===== src/rtl/cra_pkg.sv =====
package cra_pkg;
  function automatic int min_int(input int x, input int y);
    return (x < y) ? x : y;
  endfunction
endpackage


===== src/rtl/cra_pg_stage.sv =====
module cra_pg_stage #(
  parameter int WIDTH = 32
) (
  input  logic [WIDTH-1:0] a_i,
  input  logic [WIDTH-1:0] b_i,
  output logic [WIDTH-1:0] p_o,
  output logic [WIDTH-1:0] g_o
);
  for (genvar i = 0; i < WIDTH; i++) begin : g_bit
    assign p_o[i] = a_i[i] ^ b_i[i];
    assign g_o[i] = a_i[i] & b_i[i];
  end
endmodule


===== src/rtl/cra_lookahead.sv =====
// Truncated carry generator: c_o[i] is the carry into position i, built from
// at most SPAN positions directly below it; c_o[N] is the carry out of N-1.
module cra_lookahead #(
  parameter int N    = 8,
  parameter int SPAN = 4
) (
  input  logic [N-1:0] p_i,
  input  logic [N-1:0] g_i,
  input  logic         cin_i,
  output logic [N:0]   c_o
);
  assign c_o[0] = cin_i;

  for (genvar i = 1; i <= N; i++) begin : g_carry
    logic bit_c;
    always_comb begin
      logic acc;
      logic run;
      acc = 1'b0;
      run = 1'b1;
      for (int d = 1; d <= N; d++) begin
        if (d <= SPAN && d <= i) begin
          acc = acc | (run & g_i[i-d]);
          run = run & p_i[i-d];
        end
      end
      // carry-in is visible only if the window reaches position 0
      if (i <= SPAN) acc = acc | (run & cin_i);
      bit_c = acc;
    end
    assign c_o[i] = bit_c;
  end
endmodule


===== src/rtl/cra_adder.sv =====
module cra_adder
  import cra_pkg::*;
#(
  parameter int WIDTH    = 32,
  parameter int SPAN     = 13,
  parameter bit CIN_EN   = 1'b1,
  parameter bit HIER     = 1'b0,
  parameter int GRP      = 8,
  parameter int GRP_SPAN = 2,
  parameter bit CHECK_EN = 1'b1
) (
  input  logic [WIDTH-1:0] a_i,
  input  logic [WIDTH-1:0] b_i,
  input  logic             cin_i,
  output logic [WIDTH-1:0] sum_o,
  output logic             mismatch_o
);
  localparam int NG = WIDTH / GRP;

  // elaboration-time parameter checks
  if (WIDTH < 2) begin : g_bad_width
    $error("cra_adder: WIDTH must be at least 2");
  end
  if (SPAN < 1 || SPAN > WIDTH) begin : g_bad_span
    $error("cra_adder: SPAN must lie in 1..WIDTH");
  end
  if (HIER) begin : g_hier_chk
    if (GRP < 2 || (WIDTH % GRP) != 0 || NG < 2) begin : g_bad_grp
      $error("cra_adder: GRP must divide WIDTH into at least two groups of two bits");
    end
    if (GRP_SPAN < 1 || GRP_SPAN > NG) begin : g_bad_gspan
      $error("cra_adder: GRP_SPAN must lie in 1..WIDTH/GRP");
    end
  end

  logic [WIDTH-1:0] p;
  logic [WIDTH-1:0] g;
  logic [WIDTH-1:0] c;
  logic             cin_eff;

  assign cin_eff = CIN_EN ? cin_i : 1'b0;

  cra_pg_stage #(.WIDTH(WIDTH)) u_pg (
    .a_i(a_i),
    .b_i(b_i),
    .p_o(p),
    .g_o(g)
  );

  if (!HIER) begin : g_flat
    cra_lookahead #(.N(WIDTH-1), .SPAN(SPAN)) u_cg (
      .p_i  (p[WIDTH-2:0]),
      .g_i  (g[WIDTH-2:0]),
      .cin_i(cin_eff),
      .c_o  (c)
    );
  end else begin : g_two_level
    logic [NG-1:0] gc;
    logic [NG-2:0] gp;
    logic [NG-2:0] gg;

    cra_lookahead #(.N(NG-1), .SPAN(GRP_SPAN)) u_upper (
      .p_i  (gp),
      .g_i  (gg),
      .cin_i(cin_eff),
      .c_o  (gc)
    );

    for (genvar m = 0; m < NG; m++) begin : g_grp
      localparam int  BASE = m * GRP;
      localparam bit  LAST = (m == NG - 1);
      localparam int  NL   = LAST ? GRP - 1 : GRP;
      localparam int  WIN  = min_int(SPAN, GRP);
      logic [NL:0] cl;

      cra_lookahead #(.N(NL), .SPAN(WIN)) u_lower (
        .p_i  (p[BASE+NL-1:BASE]),
        .g_i  (g[BASE+NL-1:BASE]),
        .cin_i(1'b0),
        .c_o  (cl)
      );

      if (!LAST) begin : g_gpg
        assign gg[m] = cl[GRP];
        assign gp[m] = &p[BASE+GRP-1:BASE];
      end

      for (genvar t = 0; t < GRP; t++) begin : g_off
        if (t <= SPAN) begin : g_reach
          logic run;
          always_comb begin
            run = 1'b1;
            for (int k = 0; k < GRP; k++) begin
              if (k < t) run = run & p[BASE+k];
            end
          end
          assign c[BASE+t] = cl[t] | (gc[m] & run);
        end else begin : g_local
          assign c[BASE+t] = cl[t];
        end
      end
    end
  end

  assign sum_o = p ^ c;

  if (CHECK_EN) begin : g_check
    logic [WIDTH-1:0] exact;
    assign exact      = a_i + b_i + {{(WIDTH-1){1'b0}}, cin_eff};
    assign mismatch_o = (sum_o != exact);
  end else begin : g_nocheck
    assign mismatch_o = 1'b0;
  end
endmodule


===== config.mk =====
export PLATFORM = sky130hd
export DESIGN_NAME = cra_adder
export DESIGN_NICKNAME = d
export VERILOG_FILES = /design/src/rtl/cra_pkg.sv /design/src/rtl/cra_pg_stage.sv /design/src/rtl/cra_lookahead.sv /design/src/rtl/cra_adder.sv
export SDC_FILE = /design/constraint.sdc
export NUM_CORES = 1
export LEC_CHECK = 0
export BUFFER_PORTS_ARGS = -buffer_cell sky130_fd_sc_hd__buf_2
export CAP_MARGIN = 0
export CORE_MARGIN = 2
export CORE_UTILIZATION = 35
export DETAILED_ROUTE_END_ITERATION = 10
export MAX_ROUTING_LAYER = met4
export PLACE_DENSITY = 0.66
export SLEW_MARGIN = 15
export SYNTH_ARGS = -nofsm -noshare
export SYNTH_HDL_FRONTEND = slang
export SYNTH_SLANG_ARGS = --single-unit

===== constraint.sdc =====
create_clock -name vclk -period 5.6
set_clock_uncertainty 0.05 [all_clocks]
set_input_delay 1.12 -clock vclk [all_inputs]
set_output_delay 1.12 -clock vclk [all_outputs]
set_load 0.01 [all_outputs]

======== Yosys cells after proc, flatten, opt, wreduce, memory -nomap -nowiden ========
Cells that the tools add are included.
W data, S select, Z words.
operators by class
  add/subtract/negate cells ............... 2
  equality and inequality tests ........... 1
  bitwise gates (word level) .............. 954
operators by type and width
  kind              number
  $and A1 B1 Y1     614
  $or A1 B1 Y1      307
  $add A32 B1 Y32   1
  $add A32 B32 Y32  1
  $ne A32 B32 Y1    1
  $xor A1 B1 Y1     32
  $xor A32 B32 Y32  1
storage, ports and cells
  flip-flop bits (word level) ............. 0
  input bits .............................. 65

======== Longest topological paths before layout ========
Gate-level depths: netlist of the first run.
  depth in word-level cells ............... 17
  mapped depth ............................ 9
  gate-level depth less buffers ........... 9

======== Cells and area by module ========
A second synthesis of the first run with hierarchy kept.
second synthesis, totals
  cell total of the unflattened synthesis .. 601
  area, all modules ....................... 4,202.8 um^2
by module, submodules not included
  module         times used  cells an instance  area an instance (um^2)  sequential area each (um^2)
  cra_adder      1           356                2,565.0                  0.0
  cra_lookahead  1           213                1,237.4                  0.0
  cra_pg_stage   1           32                 400.4                    0.0

======== Worst setup path after synthesis of the first run ========
No wires, ideal clock.
  path kind ............................... input port to output port
  start ................................... input a_i[0]
  end ..................................... output mismatch_o
  data arrival time ....................... 3.526 ns
  slack ................................... 0.904 ns
  stages .................................. 9
  path buffers ............................ 0
  cells stage by stage .................... fa_1 > fa_1 > a211o_1 > a2111oi_4 > nor3_2 > o311ai_4 > a221oi_2 > nor4_1 > nand2_1
on the way
  longest elaborated chain between the ends .. 6
  elaborated cells between the ends (all ways) .. 68
  classes of those cells .................. 2 x add/sub; 1 x eq/ne; 65 x bitwise
RTL lines
  item                                                                      RTL line          RTL
  from (decl)                                                               cra_adder.sv:12   input logic [WIDTH-1:0] a_i,
  parallel branches: the longest is 5 deep, another holds $add A32 B32 Y32  --
  $ne A32 B32 Y1 *                                                          cra_adder.sv:110  assign mismatch_o = (sum_o != exact);
  to (decl)                                                                 cra_adder.sv:16   output logic mismatch_o
Mark *: on every way between the ends.

======== Final worst setup path of the first run ========
Ends and elaborated chain as after synthesis.

==> impl_metrics.csv, run 1 <==
group,metric,value,unit
run_status,status,"complete, no violations",
synth,syn_nets,488,
power_and_ir_drop,power_switching,267,uW
detailed_routing,via_per_inst,6.08,
synth,synth.most_common_cell,"a21oi_1",
setup_path,critical_path_class,"in2out",
synth,synth_top_area_cell,"ha_1",
synth,syn_inst,390,
power_and_ir_drop,peakVddDrop,0.0542,mV
sta,tightest_slew,751,ps
clock_tree,cts_resized,0,
hold_path,min_path_type,"in2out",
die,pin_count,98,
final_layout,final_nets,567,
setup_path,worstPathArrival,3980,ps
synth,synth_cell_type_count,67,
sta,hold_viol_final,0,
grt,track_usage,21.2,%
grt,grt_overflow_total,0,
die,fp.dieW,92.4,um
placement,portBuffers,98,
sta,fin_crit_sh,92.0,%
setup_path,worstSetupEndpointType,"output port",
synth,netlist_area,2740,um2
synth,ys_seq_area_share,0,%
detailed_routing,via_count,3461,
final_layout,regArea,0,um2
sta,min_period,5150,ps
sta,rsz0062_at_grt,"no",
grt,grt_max_degree,14,
clock_tree,ctsHoldBuffers,0,
sta,holdWs,2570,ps
power_and_ir_drop,leakage,0.00144,uW
synth,ys_top_cells_by_area,"ha_1 (14%), a21oi_1 (8.6%), xnor2_1 (5.8%)",
power_and_ir_drop,swShare,59.6,%
placement,place_congestion,0.932,
sta,finalMaxSlewViolations,0,
final_layout,clock_buffers,0,
synth,yosys_warnings,0,
sta,slew-limit-headroom,49.4,%
synth,yosysTopAreaCellShare,14.2,%
setup_path,required,4430,ps
die,num_rows,32,
placement,hpwl,7610,um
sta,setup_viol,0,
grt,antenna_found_initial,0,
die,core-area,7650,um2
flow_run,drv_cap,0,
sta,setup_tns,0,ps
synth,yosys-top-cells-count,"a21oi_1 (47), nand2_1 (34), ha_1 (31), o21ai_0 (30), nor2_1 (23)",
setup_path,start_kind,"input pin",
die,start_util,35.8,%
final_layout,antenna_cells,0,
detailed_routing,wl,9220,um
grt,grt_pass1_vias,3118,
power_and_ir_drop,powerDensity,140,nW/um2
clock_tree,post_cts_buffers,0,
power_and_ir_drop,p_int,181,uW
final_layout,nFlopsAndLatches,0,
detailed_routing,drtPass1Iterations,4,
die,die-area,8550,um2
detailed_routing,drcViolationCount,0,
power_and_ir_drop,sequentialPowerShare,0,%
final_layout,syn_to_final_growth,17.2,%
grt,grt_pass1_wl,14900,um
detailed_routing,wl_per_cell,16.2,um
die,chipHeight,92.4,um
synth,avgSynthCellArea,7.02,um2
final_layout,layout-drive-gt1-share,24.6,%
setup_path,path_max_fanout,4,
power_and_ir_drop,p_comb_share,100.0,%
detailed_routing,drt_iter0_drc,200,
sta,max_freq,194,MHz
detailed_routing,ant_nets,0,
power_and_ir_drop,p_clk_share,0,%
## cell families after synthesis
| logic type | share of synthesized area [%] |
|---|---|
| buffers and inverters | 6.63 |
| adders and majority gates | 15.6 |
| and+or+nand+nor | 22.9 |
| AOI/OAI and AO/OA | 45.0 |
| xor gates and xnor gates | 9.92 |
## power by group through the flow
| stage | Sequential [uW] | Combinational (uW) | Clock, uW |
|---|---|---|---|
| after global placement | 0 | 441 | 0 |
| after CTS | 0 | 442 | 0 |
| after floorplan | 0 | 310 | 0 |
| after detailed placement | 0 | 440 | 0 |
| after global routing | 0 | 490 | 0 |
| final | 0 | 448 | 0 |
## layer usage
metal / wire length [um] / track usage [%] / vias to the layer above
met5: 0 / - / -
met2: 4090 / 33.4 / 169
met3: 741 / 0.732 / 8
met1: 4300 / 31.3 / 1611
met4: 90 / 1.99 / 0
li1: - / - / 1673
## worst max-delay path: stages
cell and delay, ps:
buf_2 120, fa_1 480, fa_1 430, a211o_1 320, a21oi_1 190, o32ai_1 160
o31ai_1 370, a221oi_1 140, a2111oi_0 360, nand2_1 120, buf_2 160
## layout make-up
cell class,count,area (um2)
fillers,836,4440
inverters,7,26.3
multi-input cells,361,2560
well taps,102,128
repair buffers,99,498
## layout by cell type (no fill, tap or decap), types with 5 or more instances in the layout
master | netlist | layout
o21bai_1 | 5 | 5
nor2_1 | 23 | 23
o21ai_0 | 30 | 30
nor3_1 | 6 | 6
ha_1 | 31 | 31
buf_2 | 7 | 98
inv_1 | 7 | 7
and3_1 | 7 | 7
nand4_1 | 7 | 7
xnor2_1 | 18 | 18
a31oi_1 | 7 | 7
a211o_1 | 6 | 6
o211ai_1 | 6 | 6
a21oi_1 | 47 | 47
a21o_1 | 15 | 15
nand3_1 | 15 | 15
a211oi_1 | 13 | 13
nand2_1 | 34 | 34
nor2b_1 | 6 | 6
xor2_1 | 13 | 13
## worst paths after layout
check / from / endpoint / cells after the start / slack, ps
worst max-delay path: a_i[0] / mismatch_o / 11 / 450
worst min-delay path: b_i[1] / sum_o[1] / 3 / 2570
## metrics by stage
| stage | setup slack (ps) | cells | utilization [%] | cell area (um2) | power (uW) |
|---|---|---|---|---|---|
| after CTS | 468 | 569 | 42.0 | 3210 | 442 |
| after detailed placement | 476 | 569 | 42.0 | 3210 | 440 |
| after floorplan | 904 | 390 | - | 2740 | 310 |
| after global routing | 253 | 569 | 42.0 | 3210 | 490 |
| final | 446 | 569 | 42.0 | 3210 | 448 |
| after global placement | 533 | 569 | 42.0 | 3210 | 441 |
Note: power is estimated with default switching activity, not from simulation.
==> run 2, diff against run 1 <==
==> constraint.sdc (replaced) <==
create_clock -name vclk -period 5.6
set_clock_uncertainty 0.05 [all_clocks]
set_input_delay 0.56 -clock vclk [all_inputs]
set_output_delay 0.56 -clock vclk [all_outputs]
set_load 0.01 [all_outputs]
==> run 2 against run 1 <==
Total power decreased by 0.46%. Sequential share of layout area stayed put. Utilization shrank 0.098 points. Critical path depth unchanged. Critical endpoint unchanged. Highest routed layer unchanged. Critical path type unchanged. Non-clock buffer count down 1. Via count decreased by 0.52%. Global-route usage decreased by 0.42 points. Largest power group unchanged.
==> impl_metrics.csv, run 2 (synthesis results as in run 1) <==
group,metric,value,unit
final_layout,antenna_cells,0,
power_and_ir_drop,leakage,0.00143,uW
power_and_ir_drop,p_int,180,uW
clock_tree,cts_resized,0,
grt,grt_pass1_wl,14600,um
grt,top_usage_layer,"met2",
grt,track_usage,20.8,%
grt,use_met3,0.407,%
flow_run,drv_cap,0,
power_and_ir_drop,swShare,59.7,%
die,pin_count,98,
grt,grt_overflow_total,0,
clock_tree,post_cts_buffers,0,
power_and_ir_drop,powerDensity,139,nW/um2
sta,setup_tns,0,ps
sta,finalMaxSlewViolations,0,
sta,rsz0062_at_grt,"no",
final_layout,fin_util,41.9,%
final_layout,regArea,0,um2
final_layout,final_nets,566,
die,chipHeight,92.4,um
hold_path,min_path_type,"in2out",
sta,slew-limit-headroom,49.6,%
power_and_ir_drop,peakVddDrop,0.0547,mV
placement,place_area,3200,um2
grt,grt_max_degree,14,
detailed_routing,drtPass1Iterations,4,
final_layout,final_cell_area,3200,um2
sta,fin_crit_sh,72.3,%
power_and_ir_drop,power_switching,266,uW
sta,tightest_slew,748,ps
detailed_routing,via_count,3443,
die,start_util,35.8,%
final_layout,final_cell_mix,"buf_2 (98), a21oi_1 (47), nand2_1 (34)",
power_and_ir_drop,sequentialPowerShare,0,%
placement,place_congestion,0.926,
final_layout,syn_to_final_growth,16.9,%
detailed_routing,wl_per_cell,16.3,um
grt,grt_pass1_vias,3077,
clock_tree,ctsHoldBuffers,0,
sta,hold_viol_final,0,
run_status,status,"complete, no violations",
grt,antenna_found_initial,0,
die,die-area,8550,um2
setup_path,worstPathArrival,3440,ps
die,num_rows,32,
grt,met2_usage,32.8,%
sta,setup_viol,0,
placement,hpwl,7560,um
final_layout,clock_buffers,0,
power_and_ir_drop,p_clk_share,0,%
die,core-area,7650,um2
detailed_routing,drcViolationCount,0,
final_layout,nFlopsAndLatches,0,
setup_path,worstSetupEndpointType,"output port",
final_layout,fill_cells,831,
setup_path,path_max_fanout,4,
final_layout,layout_commonest_cell,"buf_2",
sta,max_freq,247,MHz
final_layout,instances_no_fill,568,
placement,portBuffers,98,
final_layout,layout-drive-gt1-share,24.5,%
placement,place_inst,568,
setup_path,required,4990,ps
grt,grt_util_met1,31.1,%
detailed_routing,drt_iter0_drc,243,
die,fp.dieW,92.4,um
setup_path,start_kind,"input pin",
detailed_routing,via_per_inst,6.06,
setup_path,critical_path_class,"in2out",
detailed_routing,ant_nets,0,
sta,min_period,4050,ps
detailed_routing,wl,9270,um
power_and_ir_drop,p_comb_share,100.0,%
[run 2: layout make-up]
type / instances / area (um2) / share of cell area, %
multi-input cells: 361 / 2560 / 79.9
repair buffers: 98 / 490 / 15.3
well taps: 102 / 128 / 3.99
inverters: 7 / 26.3 / 0.821
[run 2: final timing paths]
kind | slack (ps) | to | cells after the start | start
setup / recovery | 1550 | mismatch_o | 11 | a_i[0]
hold / removal | 1430 | sum_o[0] | 3 | cin_i
[run 2: critical path, stage by stage]
cell	delay (ps)
buf_2	120
fa_1	480
fa_1	430
a211o_1	330
a21oi_1	200
o32ai_1	160
o31ai_1	390
a221oi_1	130
a2111oi_0	370
nand2_1	120
buf_2	150
[run 2: through the flow]
stage	hold WS, ps	power (uW)	setup WS (ps)
after floorplan	1260	310	2020
after global placement	1430	439	1660
after detailed placement	1430	438	1590
after CTS	1430	441	1580
after global routing	1440	488	1350
final	1430	446	1550
[run 2: power by group through the flow]
stage	logic (uW)	clock network (uW)	registers, uW
finish	446	0	0
floorplan	310	0	0
global placement	439	0	0
detailed placement	438	0	0
global route	488	0	0
CTS	441	0	0
[run 2: layer usage]
metal	up-vias	share of wire (%)
met5	-	0
met2	155	45
met3	7	7.3
met4	0	0.70
li1	1664	-
met1	1617	47
==> run 3, diff against run 2 <==
--- a/config.mk
+++ b/config.mk
@@ -5,13 +5,14 @@
 export SDC_FILE = /design/constraint.sdc
 export NUM_CORES = 1
 export LEC_CHECK = 0
+export ABC_AREA = 1
 export BUFFER_PORTS_ARGS = -buffer_cell sky130_fd_sc_hd__buf_2
 export CAP_MARGIN = 0
 export CORE_MARGIN = 2
 export CORE_UTILIZATION = 35
 export DETAILED_ROUTE_END_ITERATION = 10
 export MAX_ROUTING_LAYER = met4
-export PLACE_DENSITY = 0.66
+export PLACE_DENSITY = 0.67
 export SLEW_MARGIN = 15
 export SYNTH_ARGS = -nofsm -noshare
 export SYNTH_HDL_FRONTEND = slang
==> constraint.sdc (replaced) <==
create_clock -name vclk -period 3.6
set_clock_uncertainty 0.05 [all_clocks]
set_input_delay 0.36 -clock vclk [all_inputs]
set_output_delay 0.36 -clock vclk [all_outputs]
set_load 0.01 [all_outputs]
==> run 3 against run 2 <==
Total power increased by 63%. Worst hold slack got worse by 400 ps. Largest cell class unchanged. Flip-flop and latch count unchanged. Routed wire length increased by 15%. Global-route usage increased by 1.8 points. Final cell count increased by 43%. Setup slack got worse by 960 ps. First-iteration DRC count increased by 31%. Critical path depth increased by 1. Sequential share of layout area unchanged.
==> impl_metrics.csv, run 3 <==
group,metric,value,unit
power_and_ir_drop,power_switching,468,uW
synth,yosysTopAreaCellShare,26.4,%
grt,grt_max_degree,8,
synth,ys_top_cells_by_area,"nand2_1 (26%), inv_1 (14%), ha_1 (13%)",
placement,place_congestion,1.03,
die,fp.dieW,97.0,um
setup_path,required,3190,ps
final_layout,final_cell_mix,"nand2_1 (213), inv_1 (110), buf_2 (98)",
sta,rsz0062_at_grt,"no",
sta,tightest_slew,772,ps
placement,portBuffers,98,
setup_path,path_cells,"buf_2, ha_1, nand2_2, o21ai_0, inv_1, nand2_1, nor2_1, nor2_1, nand3_1, nor2_1, nand3_1, buf_2",
die,chipHeight,97.0,um
setup_path,worstPathArrival,2600,ps
hold_path,min_path_type,"in2out",
power_and_ir_drop,p_int,260,uW
detailed_routing,via_count,4078,
setup_path,crit_path_max_incr_delay,650,ps
setup_path,critical_path_class,"in2out",
final_layout,layout_commonest_cell,"nand2_1",
run_status,status,"complete, no violations",
setup_path,cp_slowest_cell,"o21ai_0",
power_and_ir_drop,p_comb_share,100.0,%
synth,synth_top_area_cell,"nand2_1",
synth,synth.most_common_cell,"nand2_1",
setup_path,path_max_fanout,5,
setup_path,start_kind,"input pin",
setup_path,crit_top_cell,"nor2_1",
synth,netlist_area,3030,um2
detailed_routing,drcViolationCount,0,
sta,finalMaxSlewViolations,0,
grt,antenna_found_initial,0,
die,core-area,8300,um2
flow_run,drv_cap,0,
power_and_ir_drop,sequentialPowerShare,0,%
setup_path,worstSetupEndpointType,"output port",
detailed_routing,drtPass1Iterations,5,
synth,avgSynthCellArea,4.99,um2
final_layout,clock_buffers,0,
final_layout,syn_to_final_growth,20.5,%
synth,synthAdderAreaFrac,14.1,%
synth,yosys-top-cells-count,"nand2_1 (213), inv_1 (110), nor2_1 (63), a21oi_1 (38), nand3_1 (34)",
power_and_ir_drop,leakage,0.00216,uW
synth,yosys.area_share.simple,48.7,%
sta,slew-limit-headroom,48.0,%
detailed_routing,wl_per_cell,13.2,um
final_layout,regArea,0,um2
synth,syn_nets,705,
power_and_ir_drop,p_total,728,uW
grt,grt_overflow_total,0,
synth,synth_top_family_by_area,"simple AND/OR/NAND/NOR gates",
grt,track_usage,22.6,%
power_and_ir_drop,swShare,64.3,%
sta,setup_viol,0,
power_and_ir_drop,peakVddDrop,0.0946,mV
sta,max_freq,332,MHz
die,num_rows,33,
final_layout,nFlopsAndLatches,0,
placement,hpwl,9490,um
die,die-area,9410,um2
synth,muxShareOfSynthArea,0,%
sta,setup_tns,0,ps
sta,min_period,3010,ps
detailed_routing,ant_nets,0,
grt,grt_pass1_vias,3763,
final_layout,final_cell_area,3650,um2
clock_tree,ctsHoldBuffers,0,
placement,place_area,3650,um2
die,pin_count,98,
synth,synth-compound-area-share,13.4,%
synth,synth_xor_area_share,9.26,%
final_layout,final_nets,805,
final_layout,fin_util,44.0,%
power_and_ir_drop,p_clk_share,0,%
detailed_routing,via_per_inst,5.03,
power_and_ir_drop,powerDensity,200,nW/um2
sta,hold_viol_final,0,
synth,synth_cell_type_count,31,
synth,ys_seq_area_share,0,%
sta,fin_crit_sh,83.5,%
synth,syn_inst,607,
final_layout,layout-drive-gt1-share,18.6,%
grt,grt_pass1_wl,17700,um
synth,yosys_warnings,0,
clock_tree,post_cts_buffers,0,
final_layout,antenna_cells,0,
detailed_routing,wl,10700,um
die,start_util,36.5,%
detailed_routing,drt_iter0_drc,318,
clock_tree,cts_resized,0,
run 3: cell count changes after synthesis, sizes merged, moves of 14 or more:
cell   previous run  this run
nand3            15        35
inv               7       117
nand2            34       223
nor2             23        74
buf              20         0
a21o             15         1
run 3: final cells by class:
| cell class | instances | area (um2) |
|---|---|---|
| fillers | 932 | 4650 |
| multi-input cells | 490 | 2590 |
| repair buffers | 98 | 490 |
| inverters | 117 | 439 |
| well taps | 105 | 131 |
run 3: logic make-up (layout without fill, tap and decap cells):
| logic type | count (synthesis) | count (layout) |
|---|---|---|
| AOI/OAI and AO/OA | 75 | 75 |
| xor gates and xnor gates | 32 | 32 |
| adders and majority gates | 33 | 33 |
| buffers and inverters | 117 | 215 |
| and+or+nand+nor | 350 | 350 |
run 3: layer usage:
metal	global-route usage, %	routed length (um)	share of wire [%]
met1	30.5	4960	46
met2	37.1	4760	45
met3	1.59	661	6.2
met4	5.09	299	2.8
met5	-	0	0
run 3: worst paths after layout:
kind,start,to,slack [ps],depth (start not counted)
hold / removal,cin_i,sum_o[0],1030,3
setup / recovery,a_i[19],mismatch_o,590,12
run 3: through the flow:
step                      hold WS (ps)  worst slack, ps  cells
after floorplan                    856             1100    607
after global placement            1030              633    810
after detailed placement          1040              663    810
after CTS                         1040              659    810
after global routing              1060              449    810
final                             1030              592    810
run 3: power groups by stage:
stage	clock network, uW	logic, uW	registers (uW)
6_report	0	728	0
2_1_floorplan	0	478	0
3_5_place_dp	0	718	0
3_3_place_gp	0	714	0
5_1_grt	0	811	0
4_1_cts	0	723	0
run 3: worst max-delay path, delay by kind of cell:
family	cells	cell delay (ps)
adders and majority gates	1	410
buffers and inverters	3	380
and+or+nand+nor	7	800
AOI/OAI and AO/OA	1	650
